### config.mk
export PLATFORM = sky130hd
export DESIGN_NAME = spike_key_distiller
export DESIGN_NICKNAME = d
export VERILOG_FILES = /design/src/rtl/dist_pkg.sv /design/src/rtl/dist_cfg_regs.sv /design/src/rtl/dist_compact.sv /design/src/rtl/dist_out_stage.sv /design/src/rtl/spike_key_distiller.sv
export SDC_FILE = /design/constraint.sdc
export NUM_CORES = 1
export LEC_CHECK = 0
export ABC_AREA = 1
export BUFFER_PORTS_ARGS = -buffer_cell sky130_fd_sc_hd__buf_2
export CAP_MARGIN = 15
export CORE_MARGIN = 10
export CORE_UTILIZATION = 60
export DETAILED_ROUTE_END_ITERATION = 10
export PLACE_DENSITY = 0.79
export SETUP_SLACK_MARGIN = 0.02
export SLEW_MARGIN = 0
export SYNTH_ARGS = -nofsm -noshare
export SYNTH_HDL_FRONTEND = slang
export SYNTH_SLANG_ARGS = --single-unit
### constraint.sdc
create_clock -name clk -period 15.05 [get_ports clk]
set_clock_uncertainty 0.1 [all_clocks]
set_input_delay 1.505 -clock clk [delete_from_list [all_inputs] [get_ports clk]]
set_output_delay 1.505 -clock clk [all_outputs]
set_load 0.02 [all_outputs]
### src/rtl/dist_pkg.sv
package dist_pkg;
  parameter int N_CHAN    = 6;
  parameter int WORD_W    = 32;
  parameter int SHIFT_W   = 5;
  parameter int CHAN_W    = 3;
  parameter int ADDR_W    = 8;
  parameter int PFX_OFS   = 208;
  parameter int MASK_OFS  = 224;
  parameter int SHIFT_OFS = 240;
endpackage

### src/rtl/dist_cfg_regs.sv
module dist_cfg_regs #(
  parameter int N_CHAN    = dist_pkg::N_CHAN,
  parameter int WORD_W    = dist_pkg::WORD_W,
  parameter int SHIFT_W   = dist_pkg::SHIFT_W,
  parameter int ADDR_W    = dist_pkg::ADDR_W,
  parameter int PFX_OFS   = dist_pkg::PFX_OFS,
  parameter int MASK_OFS  = dist_pkg::MASK_OFS,
  parameter int SHIFT_OFS = dist_pkg::SHIFT_OFS
) (
  input  logic                             clk,
  input  logic                             rst_n,
  input  logic                             wr_en,
  input  logic [ADDR_W-1:0]                wr_addr,
  input  logic [WORD_W-1:0]                wr_data,
  output logic [N_CHAN-1:0][WORD_W-1:0]    pfx_q,
  output logic [N_CHAN-1:0][WORD_W-1:0]    mask_q,
  output logic [N_CHAN-1:0][SHIFT_W-1:0]   shift_q
);

  for (genvar c = 0; c < N_CHAN; c++) begin : g_chan
    localparam logic [ADDR_W-1:0] A_PFX   = ADDR_W'(PFX_OFS + c);
    localparam logic [ADDR_W-1:0] A_MASK  = ADDR_W'(MASK_OFS + c);
    localparam logic [ADDR_W-1:0] A_SHIFT = ADDR_W'(SHIFT_OFS + c);

    logic                pfx_en, mask_en, shift_en;
    logic [WORD_W-1:0]   pfx_d, mask_d;
    logic [SHIFT_W-1:0]  shift_d;

    always_comb begin
      pfx_en   = wr_en && (wr_addr == A_PFX);
      mask_en  = wr_en && (wr_addr == A_MASK);
      shift_en = wr_en && (wr_addr == A_SHIFT);
      pfx_d    = wr_data;
      mask_d   = wr_data;
      shift_d  = wr_data[SHIFT_W-1:0];
    end

    always_ff @(posedge clk or negedge rst_n) begin
      if (!rst_n) begin
        pfx_q[c]   <= '0;
        mask_q[c]  <= '0;
        shift_q[c] <= '0;
      end else begin
        if (pfx_en)   pfx_q[c]   <= pfx_d;
        if (mask_en)  mask_q[c]  <= mask_d;
        if (shift_en) shift_q[c] <= shift_d;
      end
    end
  end

endmodule

### src/rtl/dist_compact.sv
module dist_compact #(
  parameter int N_CHAN  = dist_pkg::N_CHAN,
  parameter int WORD_W  = dist_pkg::WORD_W,
  parameter int SHIFT_W = dist_pkg::SHIFT_W,
  parameter int CHAN_W  = dist_pkg::CHAN_W
) (
  input  logic [WORD_W-1:0]               key_i,
  input  logic [CHAN_W-1:0]               chan_i,
  input  logic [N_CHAN-1:0][WORD_W-1:0]   pfx_i,
  input  logic [N_CHAN-1:0][WORD_W-1:0]   mask_i,
  input  logic [N_CHAN-1:0][SHIFT_W-1:0]  shift_i,
  output logic                            chan_ok_o,
  output logic [WORD_W-1:0]               word_o
);

  logic [WORD_W-1:0]  sel_pfx, sel_mask, kept;
  logic [SHIFT_W-1:0] sel_shift;

  always_comb begin
    chan_ok_o = 1'b0;
    sel_pfx   = '0;
    sel_mask  = '0;
    sel_shift = '0;
    for (int c = 0; c < N_CHAN; c++) begin
      if (chan_i == CHAN_W'(c)) begin
        chan_ok_o = 1'b1;
        sel_pfx   = pfx_i[c];
        sel_mask  = mask_i[c];
        sel_shift = shift_i[c];
      end
    end
    kept   = key_i & sel_mask;
    word_o = sel_pfx | (kept >> sel_shift);
  end

endmodule

### src/rtl/dist_out_stage.sv
module dist_out_stage #(
  parameter int WORD_W = dist_pkg::WORD_W
) (
  input  logic              clk,
  input  logic              rst_n,
  input  logic              take_i,
  input  logic              keep_i,
  input  logic [WORD_W-1:0] word_i,
  output logic              room_o,
  output logic              valid_o,
  input  logic              ready_i,
  output logic [WORD_W-1:0] word_o
);

  logic              valid_d, load_en;
  logic [WORD_W-1:0] word_d;

  always_comb begin
    room_o  = !valid_o || ready_i;
    load_en = take_i && room_o && keep_i;
    word_d  = word_i;
    if (load_en)     valid_d = 1'b1;
    else if (room_o) valid_d = 1'b0;
    else             valid_d = valid_o;
  end

  always_ff @(posedge clk or negedge rst_n) begin
    if (!rst_n) valid_o <= 1'b0;
    else        valid_o <= valid_d;
  end

  always_ff @(posedge clk or negedge rst_n) begin
    if (!rst_n)       word_o <= '0;
    else if (load_en) word_o <= word_d;
  end

endmodule

### src/rtl/spike_key_distiller.sv
module spike_key_distiller #(
  parameter int N_CHAN    = dist_pkg::N_CHAN,
  parameter int WORD_W    = dist_pkg::WORD_W,
  parameter int SHIFT_W   = dist_pkg::SHIFT_W,
  parameter int CHAN_W    = dist_pkg::CHAN_W,
  parameter int ADDR_W    = dist_pkg::ADDR_W,
  parameter int PFX_OFS   = dist_pkg::PFX_OFS,
  parameter int MASK_OFS  = dist_pkg::MASK_OFS,
  parameter int SHIFT_OFS = dist_pkg::SHIFT_OFS
) (
  input  logic              clk,
  input  logic              rst_n,
  input  logic              in_valid,
  output logic              in_ready,
  input  logic [WORD_W-1:0] in_key,
  input  logic [CHAN_W-1:0] in_chan,
  output logic              out_valid,
  input  logic              out_ready,
  output logic [WORD_W-1:0] out_word,
  input  logic              cfg_we,
  input  logic [ADDR_W-1:0] cfg_addr,
  input  logic [WORD_W-1:0] cfg_wdata
);

  logic                            rst_meta_n, rst_sync_n;
  logic [N_CHAN-1:0][WORD_W-1:0]   pfx, mask;
  logic [N_CHAN-1:0][SHIFT_W-1:0]  shift;
  logic                            chan_ok;
  logic [WORD_W-1:0]               word_c;

  always_ff @(posedge clk or negedge rst_n) begin
    if (!rst_n) begin
      rst_meta_n <= 1'b0;
      rst_sync_n <= 1'b0;
    end else begin
      rst_meta_n <= 1'b1;
      rst_sync_n <= rst_meta_n;
    end
  end

  dist_cfg_regs #(
    .N_CHAN(N_CHAN), .WORD_W(WORD_W), .SHIFT_W(SHIFT_W), .ADDR_W(ADDR_W),
    .PFX_OFS(PFX_OFS), .MASK_OFS(MASK_OFS), .SHIFT_OFS(SHIFT_OFS)
  ) u_cfg (
    .clk(clk), .rst_n(rst_sync_n),
    .wr_en(cfg_we), .wr_addr(cfg_addr), .wr_data(cfg_wdata),
    .pfx_q(pfx), .mask_q(mask), .shift_q(shift)
  );

  dist_compact #(
    .N_CHAN(N_CHAN), .WORD_W(WORD_W), .SHIFT_W(SHIFT_W), .CHAN_W(CHAN_W)
  ) u_cmp (
    .key_i(in_key), .chan_i(in_chan),
    .pfx_i(pfx), .mask_i(mask), .shift_i(shift),
    .chan_ok_o(chan_ok), .word_o(word_c)
  );

  dist_out_stage #(.WORD_W(WORD_W)) u_out (
    .clk(clk), .rst_n(rst_sync_n),
    .take_i(in_valid), .keep_i(chan_ok), .word_i(word_c),
    .room_o(in_ready),
    .valid_o(out_valid), .ready_i(out_ready), .word_o(out_word)
  );

endmodule

==> metrics <==
met1 WL ~26000 um; Worst EP required 15.43 ns; Num CTS Buffers 48; DPL Wire Length approximately 42000 um; HP Class reg -> reg; Max Root-Sink Buffers 3; met3 wire len just over 6000 um; H-tree levels 2; Nets around 2700; TritonCTS sink count ~450; top_reg_cell synth dfrtp_1; RD Place Congestion roughly 0.99; Yosys cell types 30; Yosys Warn Count 0; detailed-route DRC error count 0; Final Hold Violating Endpoints 0; RR Startpoint u_out.valid_o$_DFFE_PN0P_; complex-gate fraction of the synthesized area 15.4%; R2R Path End u_out.word_o[1]$_DFFE_PN0P_; syn nets about 2700; Slew Viols, Final 0; FF+latch count, synth 449; asr flop ratio synth 100%; WHS Endpoint rst_sync_n$_DFF_PN0_; post-synthesis cell count 2614; most frequent cells in the layout 878 x nand2_1, 459 x o21ai_0, 448 x dfrtp_1, 235 x nand3_1, 113 x buf_2; Seq pwr share 46.8%; I/O Buffers about 110; Core ar. 0.0345 mm2; routed length on met2 30400 um; Final Util about two thirds; Slowest cell on crit path buf_4; Syn Area/Cell 7.99 um2; via count 19080; post-CTS setup buffers 0; Detailed Route Iter0 Violations between 2000 and 2500; DR vias/cell slightly above 6; Post-CTS Hold Buffers 0; die height 207 um; CTS tree done; Antenna Nets Post-Route 0; vias in the first global route 18082; CP Capture Type flip-flop; largest cells by area after synthesis dfrtp_1 54%, nand2_1 16%, o21ai_0 11%; Worst EP arrival 5.30 ns; post-synthesis xor/xnor area fraction 0%; post-synth top area cell dfrtp_1; critical path, cell by cell buf_2, inv_2, nand2_1, nor2_4, buf_4, nand2_1, nand4_1, a21oi_1, nand2_1, inv_2, nand3_1, nand3_1, nand2_1, inv_1; FF-to-FF path depth 11; leakage between 10 and 15 nW; Net Sw Power 0.000748 W; P&R area growth vs syn 10.9%; simple-gate share of the synthesized area 25.3%; WHS approximately 0.25 ns; EDFF count, synth 0; most used cell, CP nand2_1; maxcap violations 0; Die Area 0.0427 mm2; post-synthesis mux area share 0%; post-place instance area approximately 0.021 mm2; I/O pins around 110; setup violators final 0; Setup WS pre-CTS just under 10 ns; commonest non-fill, non-tap cell in the layout nand2_1; CTS Root Cell clkbuf_16; Clock power frac between 40% and 50%; post-synthesis sequential area ratio 53.8%; Clk pin slew, worst setup/hold paths 0.06 ns; # rows 68; actual slew at the worst max-slew pin around 1.2 ns; R2R Setup Slk 11.83 ns; worst-skew pair later-pin latency roughly 0.60 ns; n_diodes 0; Top Metal Used met5; crit start category input port; main combinational cell family by area after synthesis simple AND/OR/NAND/NOR gates; Pre-Repair DR Iteration Count 6; net switching fraction of the power 26.4%; gr usage total ~31%; mapped cell area 0.0209 mm2; total congestion overflow 0; Tmin final 4.93 ns; setup TNS 0 ns; first-pass GRT wire length 104000 um; largest net degree at the start of global routing 177; share of layout cells above drive strength 1 9.84%; Logic pwr share 10.2%; Internal Pwr Total 0.00208 W; relative slew slack 22.3%; initial antenna violation count 1; Crit Path Category in -> reg; slowest cell delay on critical path a little over 0.7 ns; Die W 207 um; DR WL/cell 21.4 um; Fmax 0.203 GHz; Pwr Density approximately 120 mW/mm2; Initial Utilization between 60% and 70%; Critical Path Fanout Max approximately 60; fin crit share 32.7%; outcome finished, final reports clean; adder-cell share of the synthesized area 0%; RSZ-0062 raised after global routing no; post-route setup slack 10.12 ns; peak supply drop about 0.11 mV; Synth top area share 53.8%; final WL 66600 um; hold depth 0; hold_sp rst_meta_n$_DFF_PN0_; final instance area approximately 0.023 mm2; cts repair resizes 0
cell usage after synthesis (3+ instances only):
| master | n |
|---|---|
| a221oi_1 | 18 |
| a22o_1 | 16 |
| nand4_1 | 42 |
| nand2_1 | 890 |
| o21ai_0 | 459 |
| a211oi_1 | 11 |
| buf_1 | 7 |
| buf_4 | 7 |
| inv_1 | 90 |
| buf_2 | 45 |
| nor3_1 | 7 |
| nor4_1 | 3 |
| dfrtp_1 | 449 |
| nor2_1 | 78 |
| nor2_2 | 5 |
| a31oi_1 | 20 |
| nand3_1 | 235 |
| inv_2 | 8 |
| a21oi_1 | 69 |
| clkbuf_1 | 130 |
| o21a_1 | 4 |
| or2_2 | 11 |
registers in the layout, indices dropped and copies added (netlist names):
register,cells
rst_meta_n,1
u_cfg.mask_q,192
rst_sync_n,1
u_out.valid_o,1
u_cfg.shift_q,30
u_cfg.pfx_q,192
u_out.word_o,32
worst max-delay path by stage:
stage                                    start                            to  slack (ns)  depth (start not counted)
final                               in_chan[2]  u_out.word_o[14]$_DFFE_PN0P_       10.12                         14
after global routing                in_chan[0]   u_out.word_o[5]$_DFFE_PN0P_        9.92                         16
after CTS                           in_chan[2]   u_out.word_o[7]$_DFFE_PN0P_       10.23                         14
after detailed placement            in_chan[2]   u_out.word_o[7]$_DFFE_PN0P_        9.64                         14
after global placement              in_chan[0]   u_out.word_o[0]$_DFFE_PN0P_        9.75                         16
after floorplan           rst_sync_n$_DFF_PN0_   u_cfg.mask_q[0]$_DFFE_PN0P_        1.51                          0
stage by stage:
stage / cells / total power (W)
3_5_place_dp: 3019 / 0.00163
3_3_place_gp: 3019 / 0.00162
6_report: 3107 / 0.00283
5_1_grt: 3107 / 0.00293
2_1_floorplan: 2614 / 0.00152
4_1_cts: 3104 / 0.00283
power by group through the flow:
stage / Clock, W / Combinational [W] / Sequential, W
after global placement: 0 / 0.000278 / 0.00134
after floorplan: 0 / 0.000154 / 0.00136
after detailed placement: 0 / 0.000284 / 0.00134
after CTS: 0.00122 / 0.000286 / 0.00132
after global routing: 0.00128 / 0.000320 / 0.00133
final: 0.00122 / 0.000289 / 0.00132
layer usage:
| layer | GRT usage (%) | vias up |
|---|---|---|
| met1 | 40.7 | 9136 |
| met4 | 17.6 | 2 |
| li1 | - | 8681 |
| met5 | 0 | - |
| met3 | 5.95 | 207 |
| met2 | 48.8 | 1054 |
critical path: cells and delay by family:
family / cells / cell delay (ns)
simple gates: 8 / 1.76
compound gates: 1 / 0.04
buf+inv: 5 / 1.93
area by class of cell:
type	count	area [um2]
well taps	455	569
repair buffers	142	841
multi-input cells	1878	8540
flip-flops and latches	449	11200
clock inverters	15	199
clock buffers	70	1420
fillers	2819	11300
inverters	98	368
kinds of logic (layout without fill, tap and decap cells):
family	count (synthesis)	count (layout)
AND/OR/NAND/NOR	1276	1276
AO/OA/AOI/OAI	601	601
flip-flops	449	449
other	1	1
buffers and inverters	287	325
(Power assumes the default switching activity.)
